## config.mk

```make
export PLATFORM = sky130hd
export DESIGN_NAME = gtimer_bank
export DESIGN_NICKNAME = d
export VERILOG_FILES = /design/src/rtl/gtmr_pkg.sv /design/src/rtl/gtmr_decode.sv /design/src/rtl/gtmr_slot.sv /design/src/rtl/gtimer_bank.sv
export SDC_FILE = /design/constraint.sdc
export NUM_CORES = 1
export LEC_CHECK = 0
export ABC_CLOCK_PERIOD_IN_PS = 7100
export BUFFER_PORTS_ARGS = -buffer_cell sky130_fd_sc_hd__buf_2
export CORE_MARGIN = 2
export CORE_UTILIZATION = 40
export CTS_BUF_LIST = sky130_fd_sc_hd__clkbuf_16
export DETAILED_ROUTE_END_ITERATION = 16
export PLACE_DENSITY = 0.59
export SLEW_MARGIN = 20
export SYNTH_ARGS = -nofsm -noshare
export SYNTH_HDL_FRONTEND = slang
export SYNTH_HIERARCHICAL = 1
export SYNTH_SLANG_ARGS = --single-unit
```

## constraint.sdc

```tcl
create_clock -name clk -period 7.1 [get_ports clk]
set_input_delay 1.775 -clock clk [delete_from_list [all_inputs] [get_ports clk]]
set_output_delay 1.775 -clock clk [all_outputs]
set_load 0.1 [all_outputs]
```

## src/rtl/gtmr_pkg.sv

```systemverilog
// gtmr_pkg: codes shared by the compare timer bank and its bench.
// Assumes four slots per core in a fixed order that sets the irq bit order.
package gtmr_pkg;

    localparam int NUM_SLOTS   = 4;
    localparam int SLOT_W      = 2;

    localparam int SLOT_SPHYS  = 0;
    localparam int SLOT_NSPHYS = 1;
    localparam int SLOT_VIRT   = 2;
    localparam int SLOT_HYP    = 3;

    localparam int CTL_EN_BIT   = 0;
    localparam int CTL_MASK_BIT = 1;
    localparam int CTL_STAT_BIT = 2;

    typedef enum logic [1:0] {
        TSEL_PHYS = 2'd0,
        TSEL_VIRT = 2'd1,
        TSEL_HYP  = 2'd2,
        TSEL_NONE = 2'd3
    } tsel_e;

    typedef enum logic [1:0] {
        FLD_CMP  = 2'd0,
        FLD_CTL  = 2'd1,
        FLD_OFS  = 2'd2,
        FLD_NONE = 2'd3
    } fld_e;

endpackage

```

## src/rtl/gtmr_decode.sv

```systemverilog
// gtmr_decode: maps a register access onto one slot and produces per-slot
// write strobes. Assumes the access fields are stable while acc_wr is high.
module gtmr_decode
    import gtmr_pkg::*;
(
    input  logic                 wr_i,
    input  logic [1:0]           timer_i,
    input  logic [1:0]           field_i,
    input  logic                 secure_i,
    output logic [SLOT_W-1:0]    slot_o,
    output logic                 hit_o,
    output logic [NUM_SLOTS-1:0] wr_cmp_o,
    output logic [NUM_SLOTS-1:0] wr_ctl_o,
    output logic                 wr_ofs_o
);

    // purpose: pick the slot; the secure flag splits the physical timer
    always_comb begin
        hit_o  = 1'b1;
        slot_o = '0;
        unique case (tsel_e'(timer_i))
            TSEL_PHYS: slot_o = secure_i ? SLOT_W'(SLOT_SPHYS) : SLOT_W'(SLOT_NSPHYS);
            TSEL_VIRT: slot_o = SLOT_W'(SLOT_VIRT);
            TSEL_HYP:  slot_o = SLOT_W'(SLOT_HYP);
            default:   hit_o  = 1'b0;
        endcase
    end

    for (genvar g = 0; g < NUM_SLOTS; g++) begin : g_strobe
        // purpose: field strobes for slot g
        assign wr_cmp_o[g] = wr_i && hit_o && (slot_o == SLOT_W'(g)) && (fld_e'(field_i) == FLD_CMP);
        assign wr_ctl_o[g] = wr_i && hit_o && (slot_o == SLOT_W'(g)) && (fld_e'(field_i) == FLD_CTL);
    end

    // purpose: only the virtual slot owns an offset register
    assign wr_ofs_o = wr_i && hit_o && (slot_o == SLOT_W'(SLOT_VIRT)) && (fld_e'(field_i) == FLD_OFS);

endmodule

```

## src/rtl/gtmr_slot.sv

```systemverilog
// gtmr_slot: one compare timer. Holds compare, enable and mask; derives
// status from the captured count less an offset (modulo 2^CNT_W) and
// drives a level interrupt. Assumes count and offset come from registers.
module gtmr_slot #(
    parameter int CNT_W = 64
) (
    input  logic             clk,
    input  logic             rst_n,
    input  logic             wr_cmp_i,
    input  logic             wr_ctl_i,
    input  logic [CNT_W-1:0] wdata_i,
    input  logic [CNT_W-1:0] cnt_i,
    input  logic [CNT_W-1:0] ofs_i,
    output logic [CNT_W-1:0] cmp_o,
    output logic             en_o,
    output logic             mask_o,
    output logic             status_o,
    output logic             irq_o
);
    import gtmr_pkg::*;

    logic [CNT_W-1:0] cmp_q;
    logic             en_q;
    logic             mask_q;
    logic [CNT_W-1:0] rel_cnt;

    // purpose: compare value register
    always_ff @(posedge clk) begin
        if (!rst_n)        cmp_q <= '0;
        else if (wr_cmp_i) cmp_q <= wdata_i;
    end

    // purpose: enable and mask bits; the status bit of a write is dropped
    always_ff @(posedge clk) begin
        if (!rst_n) begin
            en_q   <= 1'b0;
            mask_q <= 1'b0;
        end else if (wr_ctl_i) begin
            en_q   <= wdata_i[CTL_EN_BIT];
            mask_q <= wdata_i[CTL_MASK_BIT];
        end
    end

    // purpose: wrapping count in this slot's frame, then the condition
    assign rel_cnt  = cnt_i - ofs_i;
    assign status_o = en_q && (rel_cnt >= cmp_q);
    assign irq_o    = status_o && !mask_q;

    assign cmp_o  = cmp_q;
    assign en_o   = en_q;
    assign mask_o = mask_q;

    // a write that clears enable silences the slot on the next cycle
    a_r6_disable_quiet: assert property (@(posedge clk) disable iff (!rst_n)
        wr_ctl_i && !wdata_i[CTL_EN_BIT] |=> !status_o && !irq_o);

    // a write that sets the mask holds the line low on the next cycle
    a_r5_mask_blocks: assert property (@(posedge clk) disable iff (!rst_n)
        wr_ctl_i && wdata_i[CTL_MASK_BIT] |=> !irq_o);

endmodule

```

## src/rtl/gtimer_bank.sv

```systemverilog
// gtimer_bank: four per-core compare timers on a shared 64-bit count.
// Slot 0/1 are the secure and non-secure physical copies, slot 2 the
// virtual timer (with offset), slot 3 the hypervisor physical timer.
// Assumes the count bus is synchronous to clk.
module gtimer_bank #(
    parameter int CNT_W = 64
) (
    input  logic             clk,
    input  logic             rst_n,
    input  logic [CNT_W-1:0] count_i,
    input  logic             acc_wr,
    input  logic [1:0]       acc_timer,
    input  logic [1:0]       acc_field,
    input  logic             acc_secure,
    input  logic [CNT_W-1:0] acc_wdata,
    output logic [CNT_W-1:0] acc_rdata,
    output logic [3:0]       irq_o
);
    import gtmr_pkg::*;

    logic [CNT_W-1:0]                cnt_q;
    logic [CNT_W-1:0]                ofs_q;
    logic [SLOT_W-1:0]               sel_slot;
    logic                            sel_hit;
    logic [NUM_SLOTS-1:0]            wr_cmp;
    logic [NUM_SLOTS-1:0]            wr_ctl;
    logic                            wr_ofs;
    logic [NUM_SLOTS-1:0][CNT_W-1:0] cmp_all;
    logic [NUM_SLOTS-1:0][CNT_W-1:0] ofs_all;
    logic [NUM_SLOTS-1:0]            en_all;
    logic [NUM_SLOTS-1:0]            mask_all;
    logic [NUM_SLOTS-1:0]            stat_all;
    logic [NUM_SLOTS-1:0]            irq_all;

    // purpose: capture the incoming count once per edge
    always_ff @(posedge clk) begin
        if (!rst_n) cnt_q <= '0;
        else        cnt_q <= count_i;
    end

    // purpose: virtual offset register
    always_ff @(posedge clk) begin
        if (!rst_n)      ofs_q <= '0;
        else if (wr_ofs) ofs_q <= acc_wdata;
    end

    gtmr_decode u_decode (
        .wr_i     (acc_wr),
        .timer_i  (acc_timer),
        .field_i  (acc_field),
        .secure_i (acc_secure),
        .slot_o   (sel_slot),
        .hit_o    (sel_hit),
        .wr_cmp_o (wr_cmp),
        .wr_ctl_o (wr_ctl),
        .wr_ofs_o (wr_ofs)
    );

    for (genvar g = 0; g < NUM_SLOTS; g++) begin : g_slot
        if (g == SLOT_VIRT) begin : g_ofs
            assign ofs_all[g] = ofs_q;
        end else begin : g_zero
            assign ofs_all[g] = '0;
        end

        gtmr_slot #(.CNT_W(CNT_W)) u_slot (
            .clk      (clk),
            .rst_n    (rst_n),
            .wr_cmp_i (wr_cmp[g]),
            .wr_ctl_i (wr_ctl[g]),
            .wdata_i  (acc_wdata),
            .cnt_i    (cnt_q),
            .ofs_i    (ofs_all[g]),
            .cmp_o    (cmp_all[g]),
            .en_o     (en_all[g]),
            .mask_o   (mask_all[g]),
            .status_o (stat_all[g]),
            .irq_o    (irq_all[g])
        );

        // with no write to the slot and a count that does not fall in
        // its frame, a raised line stays raised
        a_r5_level_hold: assert property (@(posedge clk) disable iff (!rst_n)
            irq_all[g] && !wr_cmp[g] && !wr_ctl[g] && !wr_ofs &&
            ((count_i - ofs_all[g]) >= (cnt_q - ofs_all[g])) |=> irq_all[g]);
    end

    assign irq_o = irq_all;

    // purpose: combinational read of the addressed field
    always_comb begin
        acc_rdata = '0;
        if (sel_hit) begin
            unique case (fld_e'(acc_field))
                FLD_CMP: acc_rdata = cmp_all[sel_slot];
                FLD_CTL: begin
                    acc_rdata[CTL_EN_BIT]   = en_all[sel_slot];
                    acc_rdata[CTL_MASK_BIT] = mask_all[sel_slot];
                    acc_rdata[CTL_STAT_BIT] = stat_all[sel_slot];
                end
                FLD_OFS: acc_rdata = ofs_all[sel_slot];
                default: acc_rdata = '0;
            endcase
        end
    end

    // a secure physical write leaves the non-secure copy untouched
    a_r2_secure_isolated: assert property (@(posedge clk) disable iff (!rst_n)
        acc_wr && acc_timer == 2'd0 && acc_secure |=>
        $stable(cmp_all[SLOT_NSPHYS]) && $stable(en_all[SLOT_NSPHYS]) && $stable(mask_all[SLOT_NSPHYS]));

    // a non-secure physical write leaves the secure copy untouched
    a_r2_nonsecure_isolated: assert property (@(posedge clk) disable iff (!rst_n)
        acc_wr && acc_timer == 2'd0 && !acc_secure |=>
        $stable(cmp_all[SLOT_SPHYS]) && $stable(en_all[SLOT_SPHYS]) && $stable(mask_all[SLOT_SPHYS]));

    // writes with the unused timer code change no stored state
    a_r8_unused_code: assert property (@(posedge clk) disable iff (!rst_n)
        acc_wr && (acc_timer == 2'd3 || acc_field == 2'd3) |=>
        $stable(cmp_all) && $stable(en_all) && $stable(mask_all) && $stable(ofs_q));

    // the offset only moves on a virtual offset write
    a_r4_offset_owner: assert property (@(posedge clk) disable iff (!rst_n)
        !(acc_wr && acc_timer == 2'd1 && acc_field == 2'd2) |=> $stable(ofs_q));

endmodule

```

==> out/qor.csv, run 1 <==
stage;metric;value;unit
clock_tree;CTS Hold Buffers Added;0;
setup_path;Required @ worst endpoint;5.33;ns
clock_tree;clock sink total;392;
routing;DRC viols;0;
final_layout;Area Growth Syn to Fin;29.1;%
setup_path;CP arrival;6.04;ns
routing;DR pass1 iterations;6;
grt;global-route wire length before repair;233000;µm
min_path;hold path start;g_slot[2].u_slot/cmp_o[53];
yosys;Syn Area/Cell;8.11;µm²
yosys;FF+latch count, synth;392;
min_path;WHS Path Cells;2;
routing;WL per Instance;21.9;µm
sta;worst rel slew slack;22.0;%
outcome;failing checks;negative setup slack;
placement;DP Worst Slack;-0.958;ns
power_and_ir_drop;Cell Pwr Density;161;nW/µm²
power_and_ir_drop;Comb power frac;41.8;%
power_and_ir_drop;Sw Share;36.6;%
sta;worst setup margin;-0.711;ns
power_and_ir_drop;Pint;5.24;mW
min_path;Tightest Hold Check Type;reg2reg;
floorplanning;Die Ht;320;µm
setup_path;startpoint types;register;
floorplanning;die footprint;102000;µm²
routing;initial drt markers;3258;
clock_tree;CTS tree;done;
sta;RSZ-0062 raised after global routing;true;
floorplanning;starting density of the core;40.4;%
sta;endpoints failing hold;0;
routing;post-route ant nets;0;
setup_path;CP max-delay cell;dfxtp_1;
setup_path;Worst path max stage delay;0.38;ns
yosys;synthesized area;39900;µm²
power_and_ir_drop;Max VDD drop;0.160;mV
yosys;Post-synth EDFFs;0;
power_and_ir_drop;Clock power frac;30.6;%
setup_path;Register-to-Register Path Depth;2;
sta;worst slew pin tran;1.17;ns
min_path;Hold Path End;g_slot[2].u_slot/cmp_o[53];
setup_path;CP dominant cell by count;buf_4;
routing;DRT Wirelength;155000;µm
clock_tree;clk buf depth;3;
sta;fin crit share;110;%
floorplanning;Site Rows;115;
setup_path;crit path kind;reg2out;
placement;port bufs;203;
placement;HPWL after detailed placement;124000;µm
sta;Final Hold Slack;0.538;ns
yosys;post-synthesis async set-or-reset flop share;0;%
grt;pin count of the biggest net entering global routing;221;
grt;GR Overflow Total;0;
final_layout;share of cells above drive strength 1;22.2;%
yosys;largest family of logic cells by synthesized area;compound AO/OA/AOI/OAI gates;
routing;vias per inst;5.46;
floorplanning;I/O pin total;204;
sta;Setup TNS;-2.18;ns
power_and_ir_drop;NetSw;3.02;mW
outcome;outcome;complete, but fails checks;
yosys;Synth Flop Type;dfxtp_1;
power_and_ir_drop;sequential power share;27.6;%
setup_path;worst-path fanout max;4;
grt;initial antenna violation count;9;
clock_tree;root buf cell;clkbuf_16;
floorplanning;Core Region;98600;µm²
clock_tree;CTS H-tree depth;2;
power_and_ir_drop;Leakage;20.9;nW
setup_path;reg-to-reg slack, setup;6.17;ns
grt;vias in the first global route;37800;
placement;Placer Congestion;1.02;
clock_tree;TritonCTS Buffers;49;
clock_tree;Clk Latency, worst-skew pair;0.63;ns
yosys;sequential share of the synthesized area;19.7;%
yosys;Post-Synth Simple-Gate Area;18.6;%
clock_tree;clock-pin slew on the worst setup and hold paths;0.06;ns
yosys;XOR/XNOR Fraction of Synth Area;5.16;%
floorplanning;Die X;320;µm
yosys;synthesized-area fraction occupied by adder cells;16.3;%
yosys;Mapped Cells;4911;
sta;endpoints failing setup;5;
sta;Tmin final;7.81;ns
yosys;post-synthesis compound-gate area fraction;20.2;%
yosys;yosys warns;6;
final_layout;# fillers;9466;
setup_path;end of the worst register-to-register path;g_slot[0].u_slot/en_o;
grt;gr usage total;29.6;%
routing;vias;38800;
sta;Slew Viols, Final;0;
yosys;post-synthesis mux area share;12.1;%
setup_path;Critical Path Sink Type;output pin;
sta;skew final;0;ns
flow_run;max_cap viols;0;
setup_path;FF-to-FF Start;g_slot[0].u_slot/en_o;
yosys;Synth cell types;107;
final_layout;Layout Nets;6433;
sta;Max Fclk;128;MHz
critical path, delay by kind of cell, from the launching register on:
family / cells / cell delay (ns)
simple gates: 10 / 1.64
compound gates: 9 / 1.69
mux: 1 / 0.18
flops: 1 / 0.38
fa+ha+maj: 2 / 0.52
buf+inv: 6 / 0.95
cell families after synthesis:
group	Yosys count
simple gates	1362
compound gates	1208
buf+inv	794
fa+ha+maj	516
mux	403
flops	392
xor+xnor	235
other cells	1
flip-flops by register name, indices dropped and copies added (netlist names):
register / cells
g_slot.u_slot/en_o: 4
g_slot.u_slot/cmp_o: 256
ofs_q: 64
g_slot.u_slot/mask_o: 4
cnt_q: 64
worst max path at each step:
stage,startpoint,end
after floorplan,cnt_q[1],acc_rdata[2]
after global placement,cnt_q[27],acc_rdata[2]
after detailed placement,cnt_q[27],acc_rdata[2]
after CTS,cnt_q[17],acc_rdata[2]
after global routing,ofs_q[1],acc_rdata[2]
final,cnt_q[10],acc_rdata[2]
cell type report:
class	instances	area (µm²)	share of cell area, %
Antenna cell	3	7.51	0.0146
Clock buffer	50	1250	2.43
Clock inverter	36	302	0.586
Inverter	572	2150	4.17
Multi-Input combinational cell	3916	31300	60.9
Sequential cell	392	7860	15.3
Tap cell	1287	1610	3.13
Timing Repair Buffer	850	6960	13.5
layout by cell type, fill, tap and decap left out, types with 21 or more instances in the layout:
master     count
buf_4        617
inv_1        576
ha_1         467
nor2b_1      423
dfxtp_1      381
mux2i_1      336
a21oi_1      328
a21o_1       254
nand2_1      240
nor2_1       208
conb_1       192
buf_2        144
xnor2_1      139
nand4_1      128
o21ai_0      120
xor2_1        93
and2_1        82
buf_12        68
a22oi_1       63
mux4_2        61
clkbuf_16     50
a21oi_2       46
nand3_1       46
o21bai_1      44
nor3_1        39
ha_4          36
o21ai_1       35
o21a_1        35
o211ai_1      31
and3_1        29
a31oi_1       27
nand2b_1      24
a211oi_1      21
cells in the mapped netlist (128+ instances only):
cell | number | area share [%]
a21o_1 | 254 | 4.8
o21ai_0 | 150 | 1.9
dfxtp_1 | 392 | 20
nand4_1 | 128 | 2.0
ha_1 | 512 | 16
a21oi_1 | 374 | 4.7
mux2i_1 | 336 | 8.4
inv_1 | 572 | 5.4
nor2b_1 | 428 | 6.7
xnor2_1 | 140 | 3.1
nand2_1 | 249 | 2.3
nor2_1 | 212 | 2.0
power by group through the flow:
stage / Combinational, mW / Sequential (mW) / Clock (mW)
after floorplan: 1.95 / 2.32 / 0
after global placement: 3.11 / 2.33 / 0
after detailed placement: 3.13 / 2.33 / 0
after CTS: 3.33 / 2.28 / 2.57
after global routing: 3.75 / 2.28 / 2.65
final: 3.45 / 2.28 / 2.53
timing repair:
item	CTS	global route
pin swaps	143	68
resized for setup	283	78
setup buffers	43	15
setup endpoints to repair	5	5
layer usage:
layer	routed length, µm	GRT usage [%]	up-vias
met5	21	0	-
met4	4200	7.68	4
met3	10200	4.22	204
met2	66900	46.2	1136
met1	74100	42.5	18600
li1	-	-	18900
metrics by stage:
step	area [µm²]	power [mW]	cells	util (%)
2_1_floorplan	40600	4.26	5102	-
3_3_place_gp	47800	5.44	6970	48.5
3_5_place_dp	47800	5.45	6970	48.5
4_1_cts	51000	8.18	7089	51.7
5_1_grt	51400	8.69	7106	52.2
6_report	51400	8.26	7106	52.2
Note: power is estimated with default switching activity, not from simulation.
==> run 2, diff against run 1 <==
ABC_AREA = 1   (was default)
CTS_BUF_LIST = sky130_fd_sc_hd__clkbuf_4 sky130_fd_sc_hd__clkbuf_8   (was sky130_fd_sc_hd__clkbuf_16)
==> out/qor.csv, run 2 <==
stage;metric;value;unit;change
outcome;outcome;completed;;
clock_tree;TritonCTS Buffers;80;;+63%
grt;vias in the first global route;46200;;+22%
placement;Placer Congestion;1.04;;+2.0%
yosys;yosys warns;6;;unchanged
routing;WL per Instance;22.2;µm;+1.5%
setup_path;Worst path max stage delay;0.41;ns;+0.03 ns
power_and_ir_drop;Pint;4.96;mW;-5.4%
grt;gr usage total;36.6;%;+7.0 points
clock_tree;Clk Latency, worst-skew pair;0.78;ns;+0.15 ns
power_and_ir_drop;sequential power share;26.9;%;-0.7 points
final_layout;Reg area;7990;µm²;+1.6%
setup_path;CP arrival;5.22;ns;-0.82 ns
final_layout;Area Growth Syn to Fin;16.4;%;
final_layout;fin util;46.8;%;-5.4 points
yosys;sequential share of the synthesized area;17.7;%;-2.0 points
grt;global-route wire length before repair;302000;µm;+30%
sta;endpoints failing setup;0;;-5
yosys;top-area cell type share of the netlist area;17.7;%;-2.0 points
power_and_ir_drop;Sw Share;43.4;%;+6.8 points
clock_tree;CTS H-tree depth;3;;+1
sta;worst rel slew slack;29.0;%;+7.0 points
min_path;WHS Path Cells;2;;unchanged
power_and_ir_drop;Comb power frac;41.3;%;-0.5 points
sta;worst slew pin tran;1.07;ns;-0.106 ns
setup_path;CP max-delay cell;dfxtp_1;;
placement;port bufs;203;;unchanged
grt;initial antenna violation count;20;;+11
final_layout;commonest non-fill, non-tap cell in the layout;nand2_1;;
yosys;Synth Flop Type;dfxtp_1;;
yosys;Mapped Cells;7640;;+56%
setup_path;worst-path fanout max;4;;unchanged
setup_path;CP Depth;28;;unchanged
power_and_ir_drop;Max VDD drop;0.115;mV;-28%
final_layout;# fillers;12100;;+28%
routing;met3 WL;17500;µm;+72%
yosys;Yosys top cell by area;dfxtp_1;;
final_layout;Layout Nets;8692;;+35%
yosys;top post-synthesis cells by area;dfxtp_1 (18%), nand2_1 (16%), ha_1 (14%);;
power_and_ir_drop;Leakage;24.4;nW;+17%
clock_tree;clk buf depth;3;;unchanged
sta;Tmin final;6.99;ns;-0.816 ns
floorplanning;Site Rows;122;;+6.1%
placement;HPWL after detailed placement;179000;µm;+45%
floorplanning;Die X;337;µm;+5.4%
sta;Slew Viols, Final;0;;unchanged
setup_path;startpoint types;register;;
routing;metal2 WL;92600;µm;+38%
routing;DR pass1 iterations;8;;+2
min_path;Tightest Hold Check Type;reg2reg;;
setup_path;Critical Path Sink Type;output pin;;
routing;vias per inst;5.23;;-4.2%
final_layout;area taken by multi-input logic gates;31100;µm²;-0.68%
yosys;post-synthesis async set-or-reset flop share;0;%;unchanged
setup_path;crit-path leading delay family;simple AND/OR/NAND/NOR gates;;
clock_tree;CTS tree;done;;
routing;DRC viols;0;;unchanged
grt;GR Overflow Total;0;;unchanged
floorplanning;I/O pin total;204;;unchanged
sta;endpoints failing hold;0;;unchanged
power_and_ir_drop;Cell Pwr Density;170;nW/µm²;+5.6%
floorplanning;die footprint;114000;µm²;+11%
routing;Metal-1 WL;93400;µm;+26%
floorplanning;starting density of the core;40.2;%;-0.24 points
setup_path;CP dominant cell by count;nand2_1;;
setup_path;crit path kind;reg2out;;
clock_tree;clock-pin slew on the worst setup and hold paths;0.06;ns;about the same
power_and_ir_drop;NetSw;3.80;mW;+26%
routing;vias;50300;;+30%
clock_tree;clock sink total;392;;unchanged
sta;fin crit share;98.5;%;-11 points
yosys;Synth cell types;48;;-55%
final_layout;share of cells above drive strength 1;12.6;%;-9.6 points
sta;skew final;0;ns;unchanged
power_and_ir_drop;total power;8.75;mW;+6.0%
yosys;FF+latch count, synth;392;;unchanged
setup_path;WP buf/inv;5;;-1
routing;post-route ant nets;0;;unchanged
routing;initial drt markers;4711;;+45%
floorplanning;Die Ht;337;µm;+5.4%
setup_path;Required @ worst endpoint;5.33;ns;about the same
final_layout;max reg flops;256;;unchanged
routing;DRT Wirelength;213000;µm;+37%
floorplanning;Core Region;110000;µm²;+12%
routing;Top Metal Used;met5;;
sta;Max Fclk;143;MHz;+12%
flow_run;max_cap viols;0;;unchanged
clock_tree;root buf cell;clkbuf_8;;
grt;pin count of the biggest net entering global routing;193;;-13%
sta;Final Hold Slack;0.482;ns;-0.0558 ns
setup_path;Register-to-Register Path Depth;2;;unchanged
final_layout;most frequent cells in the layout;nand2_1 (1810), inv_1 (1490), a21oi_1 (768), nor2_1 (702), o21ai_0 (531);;
yosys;Syn Area/Cell;5.81;µm²;-28%
power_and_ir_drop;Clock power frac;31.8;%;+1.2 points
yosys;top post-synthesis cells by count;nand2_1 (1842), inv_1 (1492), a21oi_1 (817);;
yosys;synthesized area;44400;µm²;+11%
yosys;Post-synth EDFFs;0;;unchanged
yosys;top-count cell post-synth;nand2_1;;
## run 2: power by group through the flow
stage	Combinational [mW]	Clock (mW)	Sequential [mW]
final	3.62	2.78	2.35
after floorplan	2.25	0	2.34
after global placement	3.41	0	2.39
after global routing	3.96	2.93	2.35
after detailed placement	3.43	0	2.39
after CTS	3.46	2.84	2.35
## run 2: metal layers
layer | vias to the layer above | GRT usage [%]
met3 | 378 | 6.56
met2 | 1998 | 57.7
met4 | 4 | 14.9
met5 | - | 0
met1 | 23200 | 49.0
li1 | 24700 | -
## run 2: timing repair
item	CTS	global route
buffers inserted	0	8
pin swaps	1	19
endpoints found under the setup margin	4	5
hold buffers	0	0
resized for setup	67	225
## run 2: kinds of logic after synthesis
kind of cell             synth area share, %
other                                0.00845
buffers and inverters                   15.4
AND/OR/NAND/NOR                         31.6
XOR/XNOR                                2.50
AO/OA/AOI/OAI                           18.2
flip-flops                              17.7
adder cells (fa/ha/maj)                 14.6
## run 2: path summary, 6_finish.rpt
kind	start	to	slack, ns
hold / removal	g_slot[1].u_slot/cmp_o[1]	g_slot[1].u_slot/cmp_o[1]	0.48
setup reg to reg	g_slot[2].u_slot/cmp_o[54]	g_slot[2].u_slot/cmp_o[54]	6.26
setup / recovery	ofs_q[12]	acc_rdata[2]	0.11
hold reg to reg	g_slot[1].u_slot/cmp_o[1]	g_slot[1].u_slot/cmp_o[1]	0.48
## run 2: worst reg2reg max path, delay by kind of cell, from the launching register on
family | cells | cell delay [ns]
AOI/OAI and AO/OA | 1 | 0.15
buffers and inverters | 1 | 0.14
DFF | 1 | 0.48
## run 2: area by class of cell
type                            instances  share of cell area (%)
Tap cell                             1488                    3.61
Multi-Input combinational cell       5661                    60.2
Clock inverter                         22                   0.502
Timing Repair Buffer                  297                    5.40
Sequential cell                       392                    15.5
Inverter                             1608                    11.7
Antenna cell                           15                  0.0727
Clock buffer                          123                    3.01
## run 2: stage by stage
stage / worst slack, ns / cell area (µm²) / TNS [ns] / std cells
after CTS: 0.00872 / 50900 / 0 / 9583
after floorplan: 0.953 / 45100 / 0 / 7831
after global placement: 0.447 / 48900 / 0 / 9438
after global routing: -0.0445 / 51600 / -0.0445 / 9593
final: 0.105 / 51600 / 0 / 9606
after detailed placement: 0.463 / 48900 / 0 / 9438
